===== config.mk =====
export PLATFORM = sky130hd
export DESIGN_NAME = eth_addr_filter
export DESIGN_NICKNAME = d
export VERILOG_FILES = /design/src/rtl/eaf_pkg.sv /design/src/rtl/eaf_capture.sv /design/src/rtl/eaf_cam_table.sv /design/src/rtl/eaf_match.sv /design/src/rtl/eth_addr_filter.sv
export SDC_FILE = /design/constraint.sdc
export NUM_CORES = 2
export LEC_CHECK = 0
export BUFFER_PORTS_ARGS = -buffer_cell sky130_fd_sc_hd__buf_2
export CORE_AREA = 10 10 426 511
export CTS_BUF_LIST = sky130_fd_sc_hd__clkbuf_16
export CTS_CLUSTER_SIZE = 8
export DETAILED_ROUTE_END_ITERATION = 10
export DIE_AREA = 0 0 436 521
export GPL_TIMING_DRIVEN = 0
export RECOVER_POWER = 25
export SYNTH_ARGS = -nofsm -noshare
export SYNTH_HDL_FRONTEND = slang
export SYNTH_SLANG_ARGS = --single-unit

===== constraint.sdc =====
create_clock -name clk_i -period 7.5 [get_ports clk_i]
set_clock_uncertainty 0.15 [all_clocks]
set_input_delay 0 -clock clk_i [delete_from_list [all_inputs] [get_ports clk_i]]
set_output_delay 0 -clock clk_i [all_outputs]
set_load 0.01 [all_outputs]

===== src/rtl/eaf_pkg.sv =====
package eaf_pkg;
  typedef enum logic [1:0] {
    MODE_RX   = 2'd0,
    MODE_LOOP = 2'd1,
    MODE_TX   = 2'd2,
    MODE_RSVD = 2'd3
  } eaf_mode_e;
endpackage


===== src/rtl/eaf_capture.sv =====
module eaf_capture #(
  parameter int ADDR_BYTES = 6,
  localparam int AW = 8 * ADDR_BYTES
) (
  input  logic          clk_i,
  input  logic          rst_ni,
  input  logic          start_i,
  input  logic          byte_valid_i,
  input  logic [7:0]    byte_i,
  input  logic          src_sel_i,
  output logic [AW-1:0] addr_o,
  output logic          done_o
);
  localparam int CNT_LIM = 2 * ADDR_BYTES;
  localparam int CW = $clog2(CNT_LIM + 1);
  localparam logic [CW-1:0] LIM = CW'(CNT_LIM);
  localparam logic [CW-1:0] NB  = CW'(ADDR_BYTES);

  logic [CW-1:0] cnt_q, win_lo;
  logic          in_win, last;

  assign win_lo = src_sel_i ? NB : '0;
  assign in_win = byte_valid_i && (cnt_q >= win_lo) && (cnt_q < win_lo + NB);
  assign last   = in_win && (cnt_q == win_lo + NB - 1'b1);

  // counter saturates so trailing bytes never re-enter a window
  always_ff @(posedge clk_i or negedge rst_ni) begin
    if (!rst_ni) begin
      cnt_q  <= '0;
      addr_o <= '0;
      done_o <= 1'b0;
    end else if (start_i) begin
      cnt_q  <= '0;
      done_o <= 1'b0;
    end else begin
      if (byte_valid_i && cnt_q != LIM) cnt_q <= cnt_q + 1'b1;
      if (in_win) addr_o <= {addr_o[AW-9:0], byte_i};
      done_o <= last;
    end
  end
endmodule


===== src/rtl/eaf_cam_table.sv =====
module eaf_cam_table #(
  parameter int N  = 16,
  parameter int AW = 48,
  localparam int IW = $clog2(N)
) (
  input  logic                 clk_i,
  input  logic                 rst_ni,
  input  logic                 we_i,
  input  logic [IW-1:0]        idx_i,
  input  logic [AW-1:0]        wr_addr_i,
  input  logic                 wr_en_i,
  input  logic                 load_i,
  output logic [N-1:0][AW-1:0] act_addr_o,
  output logic [N-1:0]         act_en_o
);
  for (genvar g = 0; g < N; g++) begin : g_ent
    logic [AW-1:0] stg_addr_q;
    logic          stg_en_q;

    always_ff @(posedge clk_i or negedge rst_ni) begin
      if (!rst_ni) begin
        stg_addr_q <= '0;
        stg_en_q   <= 1'b0;
      end else if (we_i && idx_i == IW'(g)) begin
        stg_addr_q <= wr_addr_i;
        stg_en_q   <= wr_en_i;
      end
    end

    // compare copy is frozen for the whole frame
    always_ff @(posedge clk_i or negedge rst_ni) begin
      if (!rst_ni) begin
        act_addr_o[g] <= '0;
        act_en_o[g]   <= 1'b0;
      end else if (load_i) begin
        act_addr_o[g] <= stg_addr_q;
        act_en_o[g]   <= stg_en_q;
      end
    end
  end
endmodule


===== src/rtl/eaf_match.sv =====
module eaf_match #(
  parameter int N  = 16,
  parameter int AW = 48,
  localparam int IW = $clog2(N)
) (
  input  logic [AW-1:0]        addr_i,
  input  logic [N-1:0][AW-1:0] ent_addr_i,
  input  logic [N-1:0]         ent_en_i,
  output logic                 hit_o,
  output logic [IW-1:0]        idx_o,
  output logic                 bcast_o
);
  logic [N-1:0] hits;

  for (genvar g = 0; g < N; g++) begin : g_cmp
    assign hits[g] = ent_en_i[g] && (ent_addr_i[g] == addr_i);
  end

  always_comb begin
    idx_o = '0;
    for (int i = N - 1; i >= 0; i--) begin
      if (hits[i]) idx_o = IW'(i);
    end
  end

  assign hit_o   = |hits;
  assign bcast_o = &addr_i;
endmodule


===== src/rtl/eth_addr_filter.sv =====
module eth_addr_filter #(
  parameter int NUM_ENTRIES = 16,
  parameter int ADDR_BYTES  = 6
) (
  input  logic                           clk_i,
  input  logic                           rst_ni,
  input  logic                           frame_start_i,
  input  logic [1:0]                     mode_i,
  input  logic                           byte_valid_i,
  input  logic [7:0]                     byte_i,
  input  logic [8*ADDR_BYTES-1:0]        tx_sa_i,
  input  logic                           host_we_i,
  input  logic [$clog2(NUM_ENTRIES)-1:0] host_idx_i,
  input  logic [8*ADDR_BYTES-1:0]        host_addr_i,
  input  logic                           host_en_i,
  output logic                           result_valid_o,
  output logic                           match_o,
  output logic [$clog2(NUM_ENTRIES)-1:0] match_idx_o,
  output logic                           bcast_o,
  output logic                           reject_o,
  output logic                           pmb_o
);
  import eaf_pkg::*;
  localparam int AW = 8 * ADDR_BYTES;
  localparam int IW = $clog2(NUM_ENTRIES);

  eaf_mode_e mode_q;
  logic      is_tx;
  logic [AW-1:0] cap_addr;
  logic          cap_done;
  logic [NUM_ENTRIES-1:0][AW-1:0] ent_addr;
  logic [NUM_ENTRIES-1:0]         ent_en;
  logic          hit, hit_bc;
  logic [IW-1:0] hit_idx;

  always_ff @(posedge clk_i or negedge rst_ni) begin
    if (!rst_ni)            mode_q <= MODE_RX;
    else if (frame_start_i) mode_q <= eaf_mode_e'(mode_i);
  end

  assign is_tx = (mode_q == MODE_TX);

  eaf_capture #(.ADDR_BYTES(ADDR_BYTES)) i_capture (
    .clk_i, .rst_ni,
    .start_i     (frame_start_i),
    .byte_valid_i,
    .byte_i,
    .src_sel_i   (is_tx),
    .addr_o      (cap_addr),
    .done_o      (cap_done)
  );

  eaf_cam_table #(.N(NUM_ENTRIES), .AW(AW)) i_table (
    .clk_i, .rst_ni,
    .we_i       (host_we_i),
    .idx_i      (host_idx_i),
    .wr_addr_i  (host_addr_i),
    .wr_en_i    (host_en_i),
    .load_i     (frame_start_i),
    .act_addr_o (ent_addr),
    .act_en_o   (ent_en)
  );

  eaf_match #(.N(NUM_ENTRIES), .AW(AW)) i_match (
    .addr_i     (cap_addr),
    .ent_addr_i (ent_addr),
    .ent_en_i   (ent_en),
    .hit_o      (hit),
    .idx_o      (hit_idx),
    .bcast_o    (hit_bc)
  );

  always_ff @(posedge clk_i or negedge rst_ni) begin
    if (!rst_ni) begin
      result_valid_o <= 1'b0;
      match_o        <= 1'b0;
      match_idx_o    <= '0;
      bcast_o        <= 1'b0;
      reject_o       <= 1'b0;
      pmb_o          <= 1'b0;
    end else if (frame_start_i) begin
      result_valid_o <= 1'b0;
      match_o        <= 1'b0;
      match_idx_o    <= '0;
      bcast_o        <= 1'b0;
      reject_o       <= 1'b0;
      pmb_o          <= 1'b0;
    end else begin
      result_valid_o <= cap_done;
      if (cap_done) begin
        match_o     <= hit | hit_bc;
        match_idx_o <= hit_idx;
        bcast_o     <= hit_bc;
        reject_o    <= !is_tx && !(hit | hit_bc);
        pmb_o       <= is_tx && (cap_addr != tx_sa_i);
      end
    end
  end
endmodule


==> flow_summary.json <==
{
  "switching_share_pct": 40.1,
  "fp-row-count": 183,
  "globalplace.congestion": 0.984,
  "drive_gt1_share_pct": 35.0,
  "final_cell_mix": "dfrtp_1 (1632), mux2_2 (1581), xnor2_1 (577)",
  "failed_checks": "capacitance limit, slew limit",
  "p_per_area_mw_per_mm2": 406,
  "reg2reg_to": "match_idx_o[1]",
  "syn_inst": 5253,
  "slew_violations": 860,
  "ys_ff_latch": 1632,
  "worstSetupPathType": "flop to flop",
  "grt.total_usage_pct": 25.7,
  "die_area_mm2": 0.227,
  "cts_tree": "built",
  "first_pass_iters": 6,
  "async_flop_share_pct": 100,
  "clk_path_buf_depth": 3,
  "met2_usage_pct": 41.9,
  "coreArea_mm2": 0.207,
  "grt_overflow_total": 0,
  "leakagePower_nw": 34.7,
  "post-route-drc-count": 0,
  "critical_path_arrival_ns": 6.93,
  "syn_nets": 5375,
  "crit_start": "i_capture.addr_o[9]",
  "ios": 125,
  "clk_latency_ns": 0.87,
  "cts_sinks": 1632,
  "first_iter_violations": 3938,
  "cp-endpoint": "match_idx_o[1]",
  "clk_pin_slew_worst_paths_ns": 0.05,
  "r2r_cells": 10,
  "p_seq_share_pct": 37.6,
  "syn_avg_cell_area_um2": 13.8,
  "start_kind": "flop",
  "maxSlewHeadroom_pct": -212,
  "crit_path_end_kind": "flop",
  "p_switching_mw": 13.6,
  "grtUsageMet3_pct": 3.67,
  "p_int_mw": 20.3,
  "comb_power_share_pct": 36.1,
  "cts-resized-gates": 0,
  "initial_utilization_pct": 34.9,
  "worst_pin_slew_ns": 4.68,
  "numPortBuffers": 123,
  "ys_warn_count": 0,
  "clockPowerShare_pct": 26.3,
  "syn2layout_area_growth_pct": 15.7,
  "period_share_pct": 84.5,
  "hp-class": "input pin to flop",
  "synthMuxAreaShare_pct": 24.7,
  "synth_top_family_by_area": "multiplexers",
  "ys_types": 57,
  "max-cap-violations": 11,
  "setup_viol_count_final": 0,
  "min_period_ns": 6.34,
  "chipHeight_um": 521,
  "cts-root-buf": "clkbuf_16",
  "grt_first_pass_wirelength_um": 403000,
  "h-tree-depth": 4,
  "dp_hpwl_um": 225000,
  "synth-main-ff-cell": "dfrtp_1",
  "grt_util_met1_pct": 29.4,
  "seq_area_frac_synth_pct": 56.5,
  "fin_util_pct": 40.4,
  "numCtsBuffers": 223,
  "synth-adder-area-share_pct": 0.104,
  "grt_pass1_vias": 49300,
  "grt_max_degree": 168,
  "outcome": "finished, violations left",
  "final_common_cell": "dfrtp_1",
  "via_count": 46900,
  "max_freq_ghz": 0.158,
  "hold_viol": 0,
  "busiest_layer": "met2",
  "yosys.area_share.simple_pct": 6.26,
  "syn_area_mm2": 0.0723,
  "crit_path_max_fanout": 10,
  "wirelength_um": 300000,
  "hold_start": "byte_valid_i",
  "r2r-start": "i_capture.addr_o[9]",
  "ant_nets": 0,
  "setup_tns_ns": 0,
  "die_x_um": 436,
  "synth-xor-area-share_pct": 9.35,
  "peakVddDrop_uv": 221,
  "nets": 5855,
  "via_per_inst": 5.50,
  "wire_per_inst_um": 35.1,
  "rsz0062_at_grt": "no",
  "r2r_setup_slack_ns": 1.16,
  "grt_antenna_before_repair": 39,
  "synth-edff-count": 0,
  "required_ns": 8.09,
  "synth_compound_area_share_pct": 1.04
}
==> synthesized netlist by cell type, drive strengths merged, types with 2 or more instances <==
library cell / instances / area, um^2
a41oi: 2 / 17.5
or4b: 3 / 30.0
nor4b: 9 / 78.8
or3: 9 / 56.3
a31oi: 2 / 12.5
a2111oi: 3 / 26.3
nand2b: 81 / 507
clkbuf: 191 / 717
nor2b: 12 / 75.1
and4b: 3 / 30.0
o2bb2ai: 4 / 35.0
nand4: 266 / 1660
xor2: 194 / 1700
a21boi: 2 / 15.0
nor2: 40 / 150
and4: 7 / 61.3
a221o: 2 / 20.0
a211oi: 3 / 22.5
o311ai: 2 / 17.5
dfrtp: 1632 / 40800
nand4b: 12 / 105
o21ai: 53 / 265
buf: 145 / 629
nor3: 40 / 205
nor3b: 6 / 45.0
and3: 6 / 37.5
nand3b: 4 / 30.0
o2111ai: 12 / 105
xnor2: 577 / 5050
or3b: 2 / 17.5
or4: 22 / 165
nor4: 102 / 638
o22ai: 9 / 56.3
a21oi: 6 / 30.0
nand3: 46 / 230
o221ai: 3 / 26.3
or2: 3 / 18.8
o211ai: 4 / 30.0
ha: 6 / 75.1
nand2: 95 / 357
inv: 41 / 154
mux2: 1581 / 17800
==> power groups by stage <==
stage	logic [mW]	registers [mW]	clock network (mW)
6_report	12.3	12.8	8.94
2_1_floorplan	6.40	12.2	0
3_3_place_gp	11.9	12.8	0
4_1_cts	12.1	12.8	9.04
5_1_grt	12.3	13.0	9.41
3_5_place_dp	12.0	12.9	0
==> cell families (layout without fill, tap and decap cells) <==
| kind of cell | count (synthesis) | after routing |
|---|---|---|
| other | 0 | 10 |
| AO/OA/AOI/OAI | 115 | 115 |
| buffers and inverters | 377 | 879 |
| XOR/XNOR | 771 | 771 |
| flip-flops | 1632 | 1632 |
| multiplexers | 1582 | 1582 |
| AND/OR/NAND/NOR | 770 | 770 |
| adder cells (fa/ha/maj) | 6 | 6 |
==> registers in the layout (all words and copies together) (netlist names) <==
register and cells:
bcast_o 1, i_capture.cnt_q 4, match_idx_o 4, mode_q 2, pmb_o 1, i_capture.done_o 1
match_o 1, i_table.g_ent.stg_en_q 16, i_table.act_en_o 16, result_valid_o 1, i_table.act_addr_o 768, i_table.g_ent.stg_addr_q 768
reject_o 1, i_capture.addr_o 48
==> worst min-delay path by stage <==
stage / end / cells past startpoint
floorplan: bcast_o / 0
global placement: mode_q[0] / 2
detailed placement: i_table.g_ent[5].stg_addr_q[23] / 1
CTS: i_table.g_ent[9].stg_addr_q[20] / 3
global route: i_table.g_ent[7].stg_addr_q[33] / 3
finish: i_capture.cnt_q[0] / 6
==> metrics by stage <==
stage                     hold WS [ns]  std cells  instance area (um^2)  worst slack, ns  power (mW)
after global routing            0.0398       8530                 83500             1.41        34.7
final                           0.0519       8540                 83600             1.16        34.0
after floorplan                 -0.446       5253                 72300             4.70        18.6
after global placement          0.0848       8151                 76300           -29.35        24.7
after CTS                      0.00300       8530                 83700             1.28        33.9
after detailed placement        -0.167       8165                 76700             1.28        24.9
==> routing by layer <==
metal	share of wire (%)	up-vias	wire, um
met3	4.7	839	14000
li1	-	19500	-
met1	38	24800	113000
met5	0.0090	-	27
met4	11	4	32400
met2	47	1784	140000
==> final cells by class <==
| cell class | instances | area [um^2] |
|---|---|---|
| Inverter | 41 | 154 |
| Timing Repair Buffer | 255 | 1990 |
| Fill cell | 19700 | 123000 |
| Sequential cell | 1632 | 40800 |
| Multi-Input combinational cell | 3244 | 29900 |
| Clock buffer | 223 | 5580 |
| Antenna cell | 10 | 25.0 |
| Buffer | 336 | 1370 |
| Clock inverter | 24 | 219 |
| Tap cell | 2775 | 3470 |
==> critical path, cell delays in order, from the launching register on <==
cell	delay, ns
dfrtp_1	0.58
buf_2	0.59
buf_1	1.05
xnor2_1	0.45
nand4_1	0.60
nor4_1	1.13
nand4_1	0.65
nand2_1	0.50
nor2_1	0.21
a22oi_1	0.18
nand2_1	0.08
==> what timing repair did <==
action / in CTS / in global routing
hold endpoints to repair: 1321 / 0
hold buffers: 118 / 0
buffers inserted: 0 / 0
No activity file was read; power rests on OpenSTA's default activity.
